## src/rtl/serirq_pkg.sv

```systemverilog
`timescale 1ns/1ps
package serirq_pkg;
  typedef enum logic [1:0] {
    ST_IDLE   = 2'd0,
    ST_FRAMES = 2'd1,
    ST_STOPW  = 2'd2
  } sirq_state_t;

  typedef enum logic [1:0] {
    PH_SMP = 2'd0,
    PH_REC = 2'd1,
    PH_TA  = 2'd2
  } sirq_phase_t;
endpackage

```

## src/rtl/serirq_lowrun.sv

```systemverilog
`timescale 1ns/1ps
module serirq_lowrun #(
  parameter int RUN_W = 3
) (
  input  logic             clk,
  input  logic             rst,
  input  logic             line_in,
  output logic [RUN_W-1:0] run_len,
  output logic             rose,
  output logic             quiet_line
);
  localparam logic [RUN_W-1:0] RUN_MAX = '1;

  logic [RUN_W-1:0] run_q;

  // count consecutive low samples, saturating
  always_ff @(posedge clk) begin
    if (rst) begin
      run_q <= '0;
    end else if (line_in) begin
      run_q <= '0;
    end else if (run_q != RUN_MAX) begin
      run_q <= run_q + 1'b1;
    end
  end

  assign run_len    = run_q;
  assign rose       = line_in && (run_q != '0);
  assign quiet_line = line_in && (run_q == '0);
endmodule

```

## src/rtl/serirq_seq.sv

```systemverilog
`timescale 1ns/1ps
module serirq_seq
  import serirq_pkg::*;
#(
  parameter int NUM_FRAMES = 17,
  parameter int START_MIN  = 4,
  parameter int FRM_W      = 5,
  parameter int RUN_W      = 3
) (
  input  logic             clk,
  input  logic             rst,
  input  logic             line_in,
  input  logic             rose,
  input  logic [RUN_W-1:0] run_len,
  output sirq_state_t      st,
  output sirq_phase_t      ph,
  output logic [FRM_W-1:0] frm,
  output sirq_state_t      st_n,
  output sirq_phase_t      ph_n,
  output logic [FRM_W-1:0] frm_n
);
  localparam logic [RUN_W-1:0] START_LEN = RUN_W'(START_MIN);
  localparam logic [FRM_W-1:0] LAST_FRM  = FRM_W'(NUM_FRAMES);

  always_comb begin
    st_n  = st;
    ph_n  = ph;
    frm_n = frm;
    unique case (st)
      ST_IDLE: begin
        if (rose && (run_len >= START_LEN)) begin
          st_n  = ST_FRAMES;
          ph_n  = PH_TA;      // tail of the start frame
          frm_n = '0;
        end
      end
      ST_FRAMES: begin
        if (!line_in && (ph != PH_SMP)) begin
          st_n = ST_IDLE;     // line pulled low where nobody may drive
        end else begin
          unique case (ph)
            PH_SMP: ph_n = PH_REC;
            PH_REC: begin
              ph_n  = PH_TA;
              frm_n = frm + 1'b1;
            end
            default: begin
              if (frm == LAST_FRM) st_n = ST_STOPW;
              else                 ph_n = PH_SMP;
            end
          endcase
        end
      end
      default: begin
        if (rose) st_n = ST_IDLE;
      end
    endcase
  end

  always_ff @(posedge clk) begin
    if (rst) begin
      st  <= ST_IDLE;
      ph  <= PH_TA;
      frm <= '0;
    end else begin
      st  <= st_n;
      ph  <= ph_n;
      frm <= frm_n;
    end
  end

  // a transfer opens only after a long enough low run
  a_r2_start_len: assert property (@(posedge clk) disable iff (rst)
    (st == ST_FRAMES && $past(st) == ST_IDLE) |-> ($past(run_len) >= START_LEN));

  // a low in recovery or turn-around ends the transfer
  a_r10_abort: assert property (@(posedge clk) disable iff (rst)
    (st == ST_FRAMES && !line_in && ph != PH_SMP) |=> (st == ST_IDLE));
endmodule

```

## src/rtl/serirq_drive.sv

```systemverilog
`timescale 1ns/1ps
module serirq_drive
  import serirq_pkg::*;
#(
  parameter int NUM_IRQ = 16,
  parameter int FRM_W   = 5
) (
  input  logic               clk,
  input  logic               rst,
  input  logic               quiet_mode,
  input  logic [NUM_IRQ-1:0] irq_n,
  input  logic               quiet_line,
  input  sirq_state_t        st,
  input  sirq_state_t        st_n,
  input  sirq_phase_t        ph_n,
  input  logic [FRM_W-1:0]   frm_n,
  output logic               line_oe,
  output logic               line_out
);
  localparam int PAD_W = 2 ** FRM_W;

  logic [NUM_IRQ-1:0] sent_q;
  logic [PAD_W-1:0]   irq_pad;
  logic               smp_slot;
  logic               pending;
  logic               low_q;
  logic               oe_d, out_d, low_d;

  assign irq_pad  = {{(PAD_W-NUM_IRQ){1'b1}}, irq_n};
  assign smp_slot = (st_n == ST_FRAMES) && (ph_n == PH_SMP);
  assign pending  = |(irq_n ^ sent_q);

  // remember the level each request had at its last sample slot
  for (genvar g = 0; g < NUM_IRQ; g++) begin : g_sent
    always_ff @(posedge clk) begin
      if (rst) begin
        sent_q[g] <= 1'b1;
      end else if (smp_slot && (frm_n == FRM_W'(g))) begin
        sent_q[g] <= irq_n[g];
      end
    end
  end

  always_comb begin
    oe_d  = 1'b0;
    out_d = 1'b1;
    low_d = 1'b0;
    if (smp_slot && !irq_pad[frm_n]) begin
      oe_d  = 1'b1;
      out_d = 1'b0;
      low_d = 1'b1;
    end else if ((st_n == ST_FRAMES) && (ph_n == PH_REC) && low_q) begin
      oe_d  = 1'b1;
      out_d = 1'b1;
    end else if ((st == ST_IDLE) && (st_n == ST_IDLE) && quiet_mode &&
                 pending && quiet_line && !line_oe) begin
      oe_d  = 1'b1;
      out_d = 1'b0;
    end
  end

  always_ff @(posedge clk) begin
    if (rst) begin
      line_oe  <= 1'b0;
      line_out <= 1'b1;
      low_q    <= 1'b0;
    end else begin
      line_oe  <= oe_d;
      line_out <= out_d;
      low_q    <= low_d;
    end
  end

  // a high drive only follows a low drive
  a_r4_high_after_low: assert property (@(posedge clk) disable iff (rst)
    (line_oe && line_out) |-> $past(line_oe && !line_out));

  // the high drive lasts one clock
  a_r4_single_high: assert property (@(posedge clk) disable iff (rst)
    (line_oe && line_out) |=> !line_oe);

  // a self-started pulse is one low clock, then release
  a_r6_start_release: assert property (@(posedge clk) disable iff (rst)
    (st == ST_IDLE && line_oe) |=> !line_oe);

  // idle drive only in quiet mode and only low
  a_r9_idle_drive_quiet: assert property (@(posedge clk) disable iff (rst)
    (st == ST_IDLE && line_oe) |-> (!line_out && $past(quiet_mode)));
endmodule

```

## src/rtl/serirq_slave.sv

```systemverilog
`timescale 1ns/1ps
module serirq_slave
  import serirq_pkg::*;
#(
  parameter int NUM_IRQ      = 16,
  parameter int EXTRA_FRAMES = 1,
  parameter int START_MIN    = 4
) (
  input  logic               clk,
  input  logic               rst,
  input  logic               quiet_mode,
  input  logic [NUM_IRQ-1:0] irq_n,
  input  logic               line_in,
  output logic               line_oe,
  output logic               line_out
);
  localparam int NUM_FRAMES = NUM_IRQ + EXTRA_FRAMES;
  localparam int FRM_W      = $clog2(NUM_FRAMES + 1);
  localparam int RUN_W      = $clog2(START_MIN + 1);

  logic [RUN_W-1:0] run_len;
  logic             rose;
  logic             quiet_line;
  sirq_state_t      st, st_n;
  sirq_phase_t      ph, ph_n;
  logic [FRM_W-1:0] frm, frm_n;

  serirq_lowrun #(.RUN_W(RUN_W)) u_lowrun (
    .clk        (clk),
    .rst        (rst),
    .line_in    (line_in),
    .run_len    (run_len),
    .rose       (rose),
    .quiet_line (quiet_line)
  );

  serirq_seq #(
    .NUM_FRAMES (NUM_FRAMES),
    .START_MIN  (START_MIN),
    .FRM_W      (FRM_W),
    .RUN_W      (RUN_W)
  ) u_seq (
    .clk     (clk),
    .rst     (rst),
    .line_in (line_in),
    .rose    (rose),
    .run_len (run_len),
    .st      (st),
    .ph      (ph),
    .frm     (frm),
    .st_n    (st_n),
    .ph_n    (ph_n),
    .frm_n   (frm_n)
  );

  serirq_drive #(
    .NUM_IRQ (NUM_IRQ),
    .FRM_W   (FRM_W)
  ) u_drive (
    .clk        (clk),
    .rst        (rst),
    .quiet_mode (quiet_mode),
    .irq_n      (irq_n),
    .quiet_line (quiet_line),
    .st         (st),
    .st_n       (st_n),
    .ph_n       (ph_n),
    .frm_n      (frm_n),
    .line_oe    (line_oe),
    .line_out   (line_out)
  );

  // while busy, drive only inside sample or recovery of a frame
  a_r8_busy_no_start: assert property (@(posedge clk) disable iff (rst)
    (line_oe && st != ST_IDLE) |-> (st == ST_FRAMES && ph != PH_TA));

  // the spare frame and beyond are never driven
  a_r5_spare_free: assert property (@(posedge clk) disable iff (rst)
    (st == ST_FRAMES && frm >= FRM_W'(NUM_IRQ)) |-> !line_oe);
endmodule

```

## config.mk

```make
export PLATFORM = sky130hd
export DESIGN_NAME = serirq_slave
export DESIGN_NICKNAME = d
export VERILOG_FILES = /design/src/rtl/serirq_pkg.sv /design/src/rtl/serirq_lowrun.sv /design/src/rtl/serirq_seq.sv /design/src/rtl/serirq_drive.sv /design/src/rtl/serirq_slave.sv
export SDC_FILE = /design/constraint.sdc
export NUM_CORES = 1
export LEC_CHECK = 0
export BUFFER_PORTS_ARGS = -buffer_cell sky130_fd_sc_hd__buf_4
export CAP_MARGIN = 10
export CELL_PAD_IN_SITES_DETAIL_PLACEMENT = 0
export CELL_PAD_IN_SITES_GLOBAL_PLACEMENT = 1
export CORE_UTILIZATION = 41
export CTS_BUF_LIST = sky130_fd_sc_hd__clkbuf_4
export DETAILED_ROUTE_END_ITERATION = 10
export MAX_ROUTING_LAYER = met4
export PLACE_DENSITY = 0.86
export SLEW_MARGIN = 10
export SYNTH_ARGS = -nofsm -noshare
export SYNTH_HDL_FRONTEND = slang
export SYNTH_SLANG_ARGS = --single-unit
```

## constraint.sdc

```tcl
create_clock -name clk -period 2.7 [get_ports clk]
set_clock_uncertainty 0.2 [all_clocks]
set_input_delay 0.27 -clock clk [delete_from_list [all_inputs] [get_ports clk]]
set_output_delay 0.27 -clock clk [all_outputs]
set_load 0.02 [all_outputs]
```

==> impl_metrics.py, run 1 <==
metrics = {
    "floorplan": {
        "initial_core_util_pct": 43.9,
        "die-area_um2": 5490,
        "core_um2": 4850,
        "die_w_um": 74.1,
        "die_height_um": 74.1,
        "placementRows": 25,
        "ios": 22,
    },
    "synth": {
        "ys.flop_type": "dfxtp_1",
        "syn_area_um2": 2130,
        "synth_top_area_cell": "dfxtp_1",
        "ys_seq_area_share_pct": 29.1,
        "synth_cell_types": 61,
        "ys_warn_count": 0,
        "synth_edf_count": 0,
        "syn-num-nets": 291,
        "ys_seq_elements": 31,
        "synth_top_area_share_pct": 29.1,
        "syn-instance-count": 266,
        "syn_avg_cell_area_um2": 8.01,
        "synth_area_leaders": "dfxtp_1, xor2_1, nand3_1, nand2_1, a21oi_1",
        "ys_async_sr_fraction_pct": 0,
    },
    "drt": {
        "antenna_left": 0,
        "via_per_inst": 5.76,
        "post_drt_wl_per_cell_um": 15.6,
        "drt-initial-drc-count": 156,
        "drc": 0,
        "firstDrtPassIters": 4,
        "wl_mm": 5.89,
        "vias": 2177,
    },
    "critical_path": {
        "startpoint_type": "flop",
        "worstPathRequired_ns": 2.72,
        "crit_path_end_kind": "flop",
        "worstSetupPathType": "reg2reg",
        "cp.arrival_ns": 2.59,
        "cp_max_fo": 7,
    },
    "cts": {
        "htreeDepth": 2,
        "cts_buffers": 5,
        "clock_path_buffers": 2,
        "insertion_delay_ns": 0.32,
        "cts_tree": "built",
        "clock_sinks": 31,
        "root_buffer": "clkbuf_4",
        "clk_pin_slew_worst_paths_ns": 0.10,
    },
    "sta": {
        "max_slew_margin_pct": 65.0,
        "fin_crit_ns": 2.57,
        "finalMaxSlewViolations": 0,
        "fin_ws_ns": 0.133,
        "hold_viol_final": 0,
        "period_share_pct": 95.1,
        "tightest_slew_ns": 0.525,
        "rsz0062_at_grt": "no",
        "fin_setup_tns_ns": 0,
        "hold-worst-slack_ns": 0.0258,
        "timing.fmax_mhz": 390,
        "setup-violations-final": 0,
    },
    "layout": {
        "final_nets": 336,
        "mostFrequentLayoutCell": "buf_4",
        "drive_gt1_share_pct": 22.8,
        "stdcell_area_um2": 2660,
        "fillers": 493,
        "utilization_pct": 54.8,
        "antenna_cells": 0,
        "fin_cells": 378,
        "area_delta_synth_final_pct": 24.7,
        "mostFrequentLayoutCells": "buf_4, dfxtp_1, nand2_1",
    },
    "global_routing": {
        "grt_max_degree": 21,
        "grt_use_met1_pct": 34.0,
        "grt_use_met2_pct": 36.0,
        "grtUsageTotal_pct": 24.3,
        "grt-ovfl-total": 0,
        "antenna_found_initial": 0,
        "grt_pass1_wl_mm": 9.82,
        "grt_pass1_vias": 1963,
        "grtUsageMet3_pct": 3.66,
        "busiest_layer": "met2",
    },
    "hold_path": {
        "hold_class": "in2reg",
    },
    "place": {
        "dp_slack_ns": 0.00568,
        "dp_cells": 361,
        "placed_area_um2": 2470,
        "place_congestion": 0.908,
        "dp_hpwl_mm": 4.44,
        "port_buffers": 21,
    },
    "power_and_ir_drop": {
        "peakVddDrop_uv": 304,
        "power_leakage_nw": 0.992,
        "power_mw": 0.906,
        "cellPowerDensity_nw_per_um2": 341,
    },
    "run": {
        "drv_cap": 0,
    },
    "outcome": {
        "status": "finished clean",
    },
}
-- layer usage --
metal  up-vias  routed length (um)
met5         -                   0
met4         0                  74
met3         6                 304
met2        60                2700
met1      1038                2810
li1       1073                   -
-- worst max-delay path: stages (launching register included) --
cell,delay [ns]
dfxtp_1,0.38
buf_4,0.15
ha_1,0.17
nand2_1,0.06
nor3_1,0.16
mux2_2,0.38
nor4bb_1,0.14
buf_4,0.18
and2_2,0.21
and3_1,0.18
a211o_1,0.25
-- final timing paths --
kind | from | to | slack, ns | cells past startpoint
hold reg to reg | u_drive.sent_q[1] | u_drive.sent_q[1] | 0.29 | 1
hold / removal | irq_n[7] | u_drive.sent_q[7] | 0.03 | 3
setup reg to reg | u_seq.frm[0] | u_drive.sent_q[1] | 0.13 | 10
setup / recovery | u_seq.frm[0] | u_drive.sent_q[1] | 0.13 | 10
-- registers in the layout, summed over array words and instances, names as in the netlist --
signal,flops
u_seq.frm,5
u_drive.low_q,1
u_drive.line_out,1
u_seq.st,2
u_seq.ph,2
u_drive.sent_q,16
u_lowrun.run_len,3
u_drive.line_oe,1
-- cell type report --
class                           count  area [um2]  area share (%)
Inverter                           10        37.5            1.41
Sequential cell                    31         624            23.5
Clock buffer                        6        45.0            1.70
Tap cell                           67        83.8            3.16
Timing Repair Buffer               54         420            15.8
Clock inverter                      1        30.0            1.13
Multi-Input combinational cell    209        1420            53.3
-- power by group --
part	internal [mW]	switching (mW)
registers	0.460	0.00186
logic	0.0396	0.0404
clock network	0.201	0.164
total	0.700	0.206
-- cells by family (layout without fill, tap and decap cells) --
| logic type | Yosys count | count (layout) | synth area share [%] |
|---|---|---|---|
| simple gates | 110 | 110 | 29.1 |
| fa+ha+maj | 5 | 5 | 2.94 |
| flops | 31 | 31 | 29.1 |
| buf+inv | 26 | 71 | 5.46 |
| xor+xnor | 17 | 17 | 6.99 |
| mux | 7 | 7 | 3.41 |
| compound gates | 70 | 70 | 23.0 |
-- what timing repair did --
item / in CTS / in global routing
endpoints found under the hold margin: 6 / 0
pin swaps: 0 / 3
setup endpoints to repair: 1 / 6
hold buffers: 6 / 0
buffers inserted: 0 / 4
gates resized for setup: 1 / 7
-- synthesized netlist by cell type (2+ instances only) --
master      n
nor4b_1     2
clkbuf_1    5
xor2_1     17
and3_1      2
a21boi_1    4
a211o_1     2
dfxtp_1    31
mux2i_1     5
and4bb_1    3
buf_2       9
o2bb2ai_1   3
a21oi_1    13
nand3b_1    3
ha_1        5
mux2_2      2
o21bai_1    2
o21ai_0    12
nand2b_1    2
and2_1      6
a31oi_1     2
o211ai_1    3
nand4_1     6
a311o_1     5
nor4_1      5
nor2_1     15
nand3_1    21
nand2_1    26
a21boi_0    2
o21ai_1     6
or3_1       3
inv_1       9
nor3_1      6
Note: power is estimated with default switching activity, not from simulation.
==> run 2, diff against run 1 <==
--- a/config.mk
+++ b/config.mk
@@ -5,11 +5,12 @@
 export SDC_FILE = /design/constraint.sdc
 export NUM_CORES = 1
 export LEC_CHECK = 0
+export ABC_AREA = 1
 export BUFFER_PORTS_ARGS = -buffer_cell sky130_fd_sc_hd__buf_4
 export CAP_MARGIN = 10
 export CELL_PAD_IN_SITES_DETAIL_PLACEMENT = 0
 export CELL_PAD_IN_SITES_GLOBAL_PLACEMENT = 1
-export CORE_UTILIZATION = 41
+export CORE_UTILIZATION = 39
 export CTS_BUF_LIST = sky130_fd_sc_hd__clkbuf_4
 export DETAILED_ROUTE_END_ITERATION = 10
 export MAX_ROUTING_LAYER = met4
==> impl_metrics.py, run 2 <==
metrics = {
    "outcome": {
        "status": "finished clean",
    },
    "cts": {
        "root_buffer": "clkbuf_4",
        "clk_pin_slew_worst_paths_ns": 0.11,
        "clock_sinks": 31,
        "htreeDepth": 2,
        "insertion_delay_ns": 0.34,
        "clock_path_buffers": 2,
        "cts_buffers": 5,
        "cts_resized": 0,
        "post_cts_buffers": 0,
        "cts_tree": "built",
    },
    "synth": {
        "synth_most_common_cell": "nand2_1",
        "ys_warn_count": 0,
        "syn-instance-count": 308,
        "synth_area_leaders": "dfxtp_1, nand2_1, nand3_1, xnor2_1, inv_1",
        "synthTopCellsByCount": "nand2_1, nand3_1, dfxtp_1, inv_1, nor2_1",
        "synth_cell_types": 30,
        "syn_area_um2": 2030,
        "synth_top_area_cell": "dfxtp_1",
        "synth_edf_count": 0,
        "ys_seq_elements": 31,
        "syn_avg_cell_area_um2": 6.59,
        "syn-num-nets": 333,
        "ys_seq_area_share_pct": 30.6,
        "ys_async_sr_fraction_pct": 0,
        "ys.flop_type": "dfxtp_1",
        "synth_top_area_share_pct": 30.6,
    },
    "layout": {
        "utilization_pct": 49.1,
        "antenna_cells": 0,
        "regMostFlops": "u_drive.sent_q",
        "largest_reg_flops": 16,
        "area_delta_synth_final_pct": 17.3,
        "mostFrequentLayoutCell": "nand2_1",
        "drive_gt1_share_pct": 17.8,
        "final_nets": 366,
        "stdcell_area_um2": 2380,
        "mostFrequentLayoutCells": "nand2_1, nand3_1, dfxtp_1",
    },
    "critical_path": {
        "r2r_slack_ns": 0.35,
        "cp.arrival_ns": 2.37,
        "path_buf_inv": 3,
        "cp_max_fo": 12,
        "worstReg2RegEnd": "u_drive.sent_q[2]",
        "worst_path_dominant_cell_family": "simple AND/OR/NAND/NOR gates",
        "worstSetupPathType": "reg2reg",
        "r2r_start": "u_seq.ph[1]",
        "cp_slowest_cell": "dfxtp_1",
        "worstPathRequired_ns": 2.72,
        "cp_common_cell": "inv_1",
        "startpoint_type": "flop",
        "reg2reg_depth": 12,
        "crit_path_end_kind": "flop",
        "path_cells": "inv_1, nand3_2, nor2_2, nand2_2, nand2_2, inv_1, nor2_4, inv_1, nor2_1, nand3_1, nand2_1, nand3_1",
        "slowest_delay_ns": 0.35,
    },
    "run": {
        "drv_cap": 0,
    },
    "sta": {
        "max_slew_margin_pct": 71.2,
        "timing.fmax_mhz": 425,
        "setup-violations-final": 0,
        "rsz0062_at_grt": "no",
        "fin_setup_tns_ns": 0,
        "finalMaxSlewViolations": 0,
        "tightest_slew_ns": 0.432,
        "period_share_pct": 87.1,
        "fin_crit_ns": 2.35,
        "hold-worst-slack_ns": 0.0194,
        "hold_viol_final": 0,
    },
    "floorplan": {
        "die_height_um": 74.1,
        "initial_core_util_pct": 41.9,
        "placementRows": 25,
        "core_um2": 4850,
        "die_w_um": 74.1,
        "die-area_um2": 5500,
        "ios": 22,
    },
    "place": {
        "placed_area_um2": 2250,
        "place_congestion": 0.833,
        "dp_hpwl_mm": 3.65,
        "port_buffers": 21,
    },
    "global_routing": {
        "grt_pass1_wl_mm": 8.03,
        "grt_max_degree": 17,
        "grt-ovfl-total": 0,
        "antenna_found_initial": 0,
        "grtUsageTotal_pct": 20.0,
        "grt_pass1_vias": 1781,
    },
    "hold_path": {
        "hold_class": "in2reg",
        "whs_path_depth": 3,
        "min-delay-start": "irq_n[7]",
        "whs_endpoint": "u_drive.sent_q[7]",
    },
    "drt": {
        "vias": 1999,
        "drc": 0,
        "drt-initial-drc-count": 82,
        "post_drt_wl_per_cell_um": 12.2,
        "wl_mm": 4.98,
        "firstDrtPassIters": 4,
        "via_per_inst": 4.89,
        "antenna_left": 0,
    },
    "power_and_ir_drop": {
        "cellPowerDensity_nw_per_um2": 348,
        "power_leakage_nw": 1.19,
        "power_mw": 0.829,
        "peakVddDrop_uv": 183,
    },
}
run 2: cell types whose count changed after synthesis, sizes merged, moves of 6 or more:
cell | previous run | this run
nand2 | 26 | 101
nand3 | 21 | 47
inv | 9 | 34
nor2 | 16 | 37
xor2 | 17 | 0
o21ai | 18 | 3
xnor2 | 0 | 14
buf | 11 | 3
a21oi | 13 | 6
a21boi | 6 | 0
and2 | 6 | 0
nor3 | 7 | 1
run 2: stage by stage:
| step | cells | setup slack [ns] |
|---|---|---|
| detailed placement | 393 | 0.349 |
| global route | 409 | 0.117 |
| floorplan | 308 | 0.816 |
| finish | 409 | 0.347 |
| CTS | 409 | 0.354 |
| global placement | 393 | 0.346 |
run 2: worst min-delay path, delay by kind of cell:
kind | cells | cell delay, ns
buf+inv | 1 | 0.10
simple gates | 2 | 0.16
run 2: area by class of cell:
type | instances | area [um2]
Clock buffer | 6 | 45.0
Clock inverter | 2 | 7.51
Multi-Input combinational cell | 237 | 1240
Sequential cell | 31 | 621
Fill cell | 514 | 2470
Inverter | 35 | 131
Tap cell | 67 | 83.8
Timing Repair Buffer | 31 | 253
run 2: repair_timing:
| action | 4_1_cts | 5_1_grt |
|---|---|---|
| endpoints found under the setup margin | 0 | 0 |
| endpoints found under the hold margin | 15 | 0 |
| hold buffers | 8 | 0 |
run 2: cells by family (layout without fill, tap and decap cells):
logic type | count (synthesis) | count (layout) | share of synthesized area [%]
and+or+nand+nor | 204 | 204 | 47.3
buffers and inverters | 40 | 74 | 8.32
DFF | 31 | 31 | 30.6
AOI/OAI and AO/OA | 14 | 14 | 4.69
xor gates and xnor gates | 14 | 14 | 6.04
adders and majority gates | 5 | 5 | 3.08
run 2: worst max-delay path by stage:
| stage | from | to | slack, ns | cells past startpoint |
|---|---|---|---|---|
| after floorplan | u_seq.frm[1] | u_drive.sent_q[2] | 0.82 | 10 |
| after global placement | line_in | u_drive.sent_q[2] | 0.35 | 12 |
| after detailed placement | line_in | u_drive.sent_q[2] | 0.35 | 12 |
| after CTS | u_seq.ph[1] | u_drive.sent_q[2] | 0.35 | 12 |
| after global routing | u_seq.st[0] | u_drive.sent_q[2] | 0.12 | 11 |
| final | u_seq.ph[1] | u_drive.sent_q[2] | 0.35 | 12 |
run 2: routing by layer:
metal	part of all wire, %	track usage [%]	wire length [um]	up-vias
met2	44	30.0	2170	37
met5	0	-	0	-
li1	-	-	-	1056
met1	51	25.9	2520	897
met3	3.9	4.34	196	9
met4	1.9	8.55	95	0
run 2: where the power goes:
part / switching [mW] / internal (mW) / leakage (nW)
Clock: 0.168 / 0.106 / 0.0307
Combinational: 0.0455 / 0.0471 / 0.903
Sequential: 0.00146 / 0.460 / 0.251
Total: 0.215 / 0.613 / 1.19
==> run 3, diff against run 2 <==
--- a/config.mk
+++ b/config.mk
@@ -10,6 +10,7 @@
 export CAP_MARGIN = 10
 export CELL_PAD_IN_SITES_DETAIL_PLACEMENT = 0
 export CELL_PAD_IN_SITES_GLOBAL_PLACEMENT = 1
+export CORE_ASPECT_RATIO = 0.7
 export CORE_UTILIZATION = 39
 export CTS_BUF_LIST = sky130_fd_sc_hd__clkbuf_4
 export DETAILED_ROUTE_END_ITERATION = 10
==> impl_metrics.py, run 3 (synthesis results as in run 2) <==
metrics = {
    "outcome": {
        "status": "finished clean",
    },
    "sta": {
        "timing.fmax_mhz": 428,
        "finalMaxSlewViolations": 0,
        "hold_viol_final": 0,
        "hold-worst-slack_ns": 0.0167,
        "rsz0062_at_grt": "no",
        "period_share_pct": 86.6,
        "setup-violations-final": 0,
        "fin_crit_ns": 2.34,
        "tightest_slew_ns": 0.388,
        "max_slew_margin_pct": 74.1,
        "fin_setup_tns_ns": 0,
    },
    "cts": {
        "post_cts_buffers": 0,
        "clock_sinks": 31,
        "cts_buffers": 5,
        "insertion_delay_ns": 0.33,
        "clk_pin_slew_worst_paths_ns": 0.10,
        "root_buffer": "clkbuf_4",
        "cts_tree": "built",
        "htreeDepth": 2,
        "clock_path_buffers": 2,
    },
    "layout": {
        "mostFrequentLayoutCell": "nand2_1",
        "antenna_cells": 0,
        "utilization_pct": 48.2,
        "regMostFlops": "u_drive.sent_q",
        "fin_cells": 408,
        "largest_reg_flops": 16,
        "final_nets": 363,
        "drive_gt1_share_pct": 17.7,
        "area_delta_synth_final_pct": 16.1,
        "mostFrequentLayoutCells": "nand2_1, nand3_1, dfxtp_1",
    },
    "power_and_ir_drop": {
        "cellPowerDensity_nw_per_um2": 348,
        "peakVddDrop_uv": 178,
        "power_leakage_nw": 1.17,
        "power_mw": 0.820,
    },
    "place": {
        "dp_hpwl_mm": 3.71,
        "place_congestion": 0.843,
        "port_buffers": 21,
        "dp_cells": 394,
    },
    "critical_path": {
        "startpoint_type": "flop",
        "worstSetupPathType": "reg2reg",
        "cp.arrival_ns": 2.36,
        "worstPathRequired_ns": 2.72,
        "crit_path_end_kind": "flop",
        "cp_max_fo": 12,
    },
    "global_routing": {
        "antenna_found_initial": 0,
        "grt-ovfl-total": 0,
        "grtUsageTotal_pct": 20.2,
        "grt_max_degree": 17,
        "grt_pass1_wl_mm": 8.36,
        "grt_pass1_vias": 1708,
    },
    "drt": {
        "firstDrtPassIters": 4,
        "drc": 0,
        "wl_mm": 4.85,
        "drt-initial-drc-count": 117,
        "vias": 1982,
        "antenna_left": 0,
        "post_drt_wl_per_cell_um": 11.9,
        "via_per_inst": 4.86,
    },
    "floorplan": {
        "placementRows": 21,
        "initial_core_util_pct": 41.5,
        "core_um2": 4890,
        "die_height_um": 62.4,
        "die-area_um2": 5500,
        "ios": 22,
        "die_w_um": 88.2,
    },
    "hold_path": {
        "hold_class": "in2reg",
    },
    "run": {
        "drv_cap": 0,
    },
}
-- run 3: cell types whose count changed in the layout (fill, tap and decap cells not counted), sizes merged --
cell,previous run,this run
dlygate4sd3,8,6
buf,23,22
-- run 3: final timing paths --
path,from,to,slack [ns],cells past startpoint
min,irq_n[0],u_drive.sent_q[0],0.02,3
max,u_seq.ph[1],u_drive.sent_q[2],0.36,12
max reg2reg,u_seq.ph[1],u_drive.sent_q[2],0.36,12
min reg2reg,u_drive.sent_q[12],u_drive.sent_q[12],0.27,2
-- run 3: through the flow --
| stage | worst slack, ns | area, um2 |
|---|---|---|
| floorplan | 0.816 | 2030 |
| CTS | 0.358 | 2350 |
| finish | 0.362 | 2360 |
| detailed placement | 0.365 | 2240 |
| global placement | 0.386 | 2240 |
| global route | 0.0909 | 2360 |
-- run 3: power by group --
group	leakage [nW]	internal (mW)	switching, mW
Clock	0.0307	0.106	0.161
Combinational	0.891	0.0452	0.0455
Sequential	0.251	0.460	0.00146
-- run 3: what timing repair did --
item                                    CTS  global route
endpoints found under the setup margin    0             0
endpoints found under the hold margin    11             1
gates resized for setup                   0             0
hold buffers                              5             1
-- run 3: per-layer routing --
| layer | GRT usage, % | part of all wire, % | vias up |
|---|---|---|---|
| li1 | - | - | 1047 |
| met1 | 31.3 | 56 | 879 |
| met2 | 25.9 | 38 | 52 |
| met3 | 4.39 | 5.3 | 4 |
| met4 | 4.84 | 0.80 | 0 |
| met5 | - | 0 | - |
-- run 3: final cells by class --
| type | instances | area (um2) |
|---|---|---|
| fillers | 539 | 2530 |
| multi-input cells | 237 | 1240 |
| flip-flops and latches | 31 | 621 |
| repair buffers | 28 | 225 |
| inverters | 35 | 131 |
| well taps | 69 | 86.3 |
| clock buffers | 6 | 45.0 |
| clock inverters | 2 | 7.51 |
-- run 3: worst max-delay path, cell delays in order (launching register included) --
cell	delay [ns]
dfxtp_1	0.35
inv_1	0.09
nand3_2	0.12
nor2_2	0.18
nand2_2	0.15
nand2_2	0.28
inv_1	0.17
nor2_4	0.22
inv_1	0.07
nor2_1	0.18
nand3_1	0.10
nand2_1	0.07
nand3_1	0.05
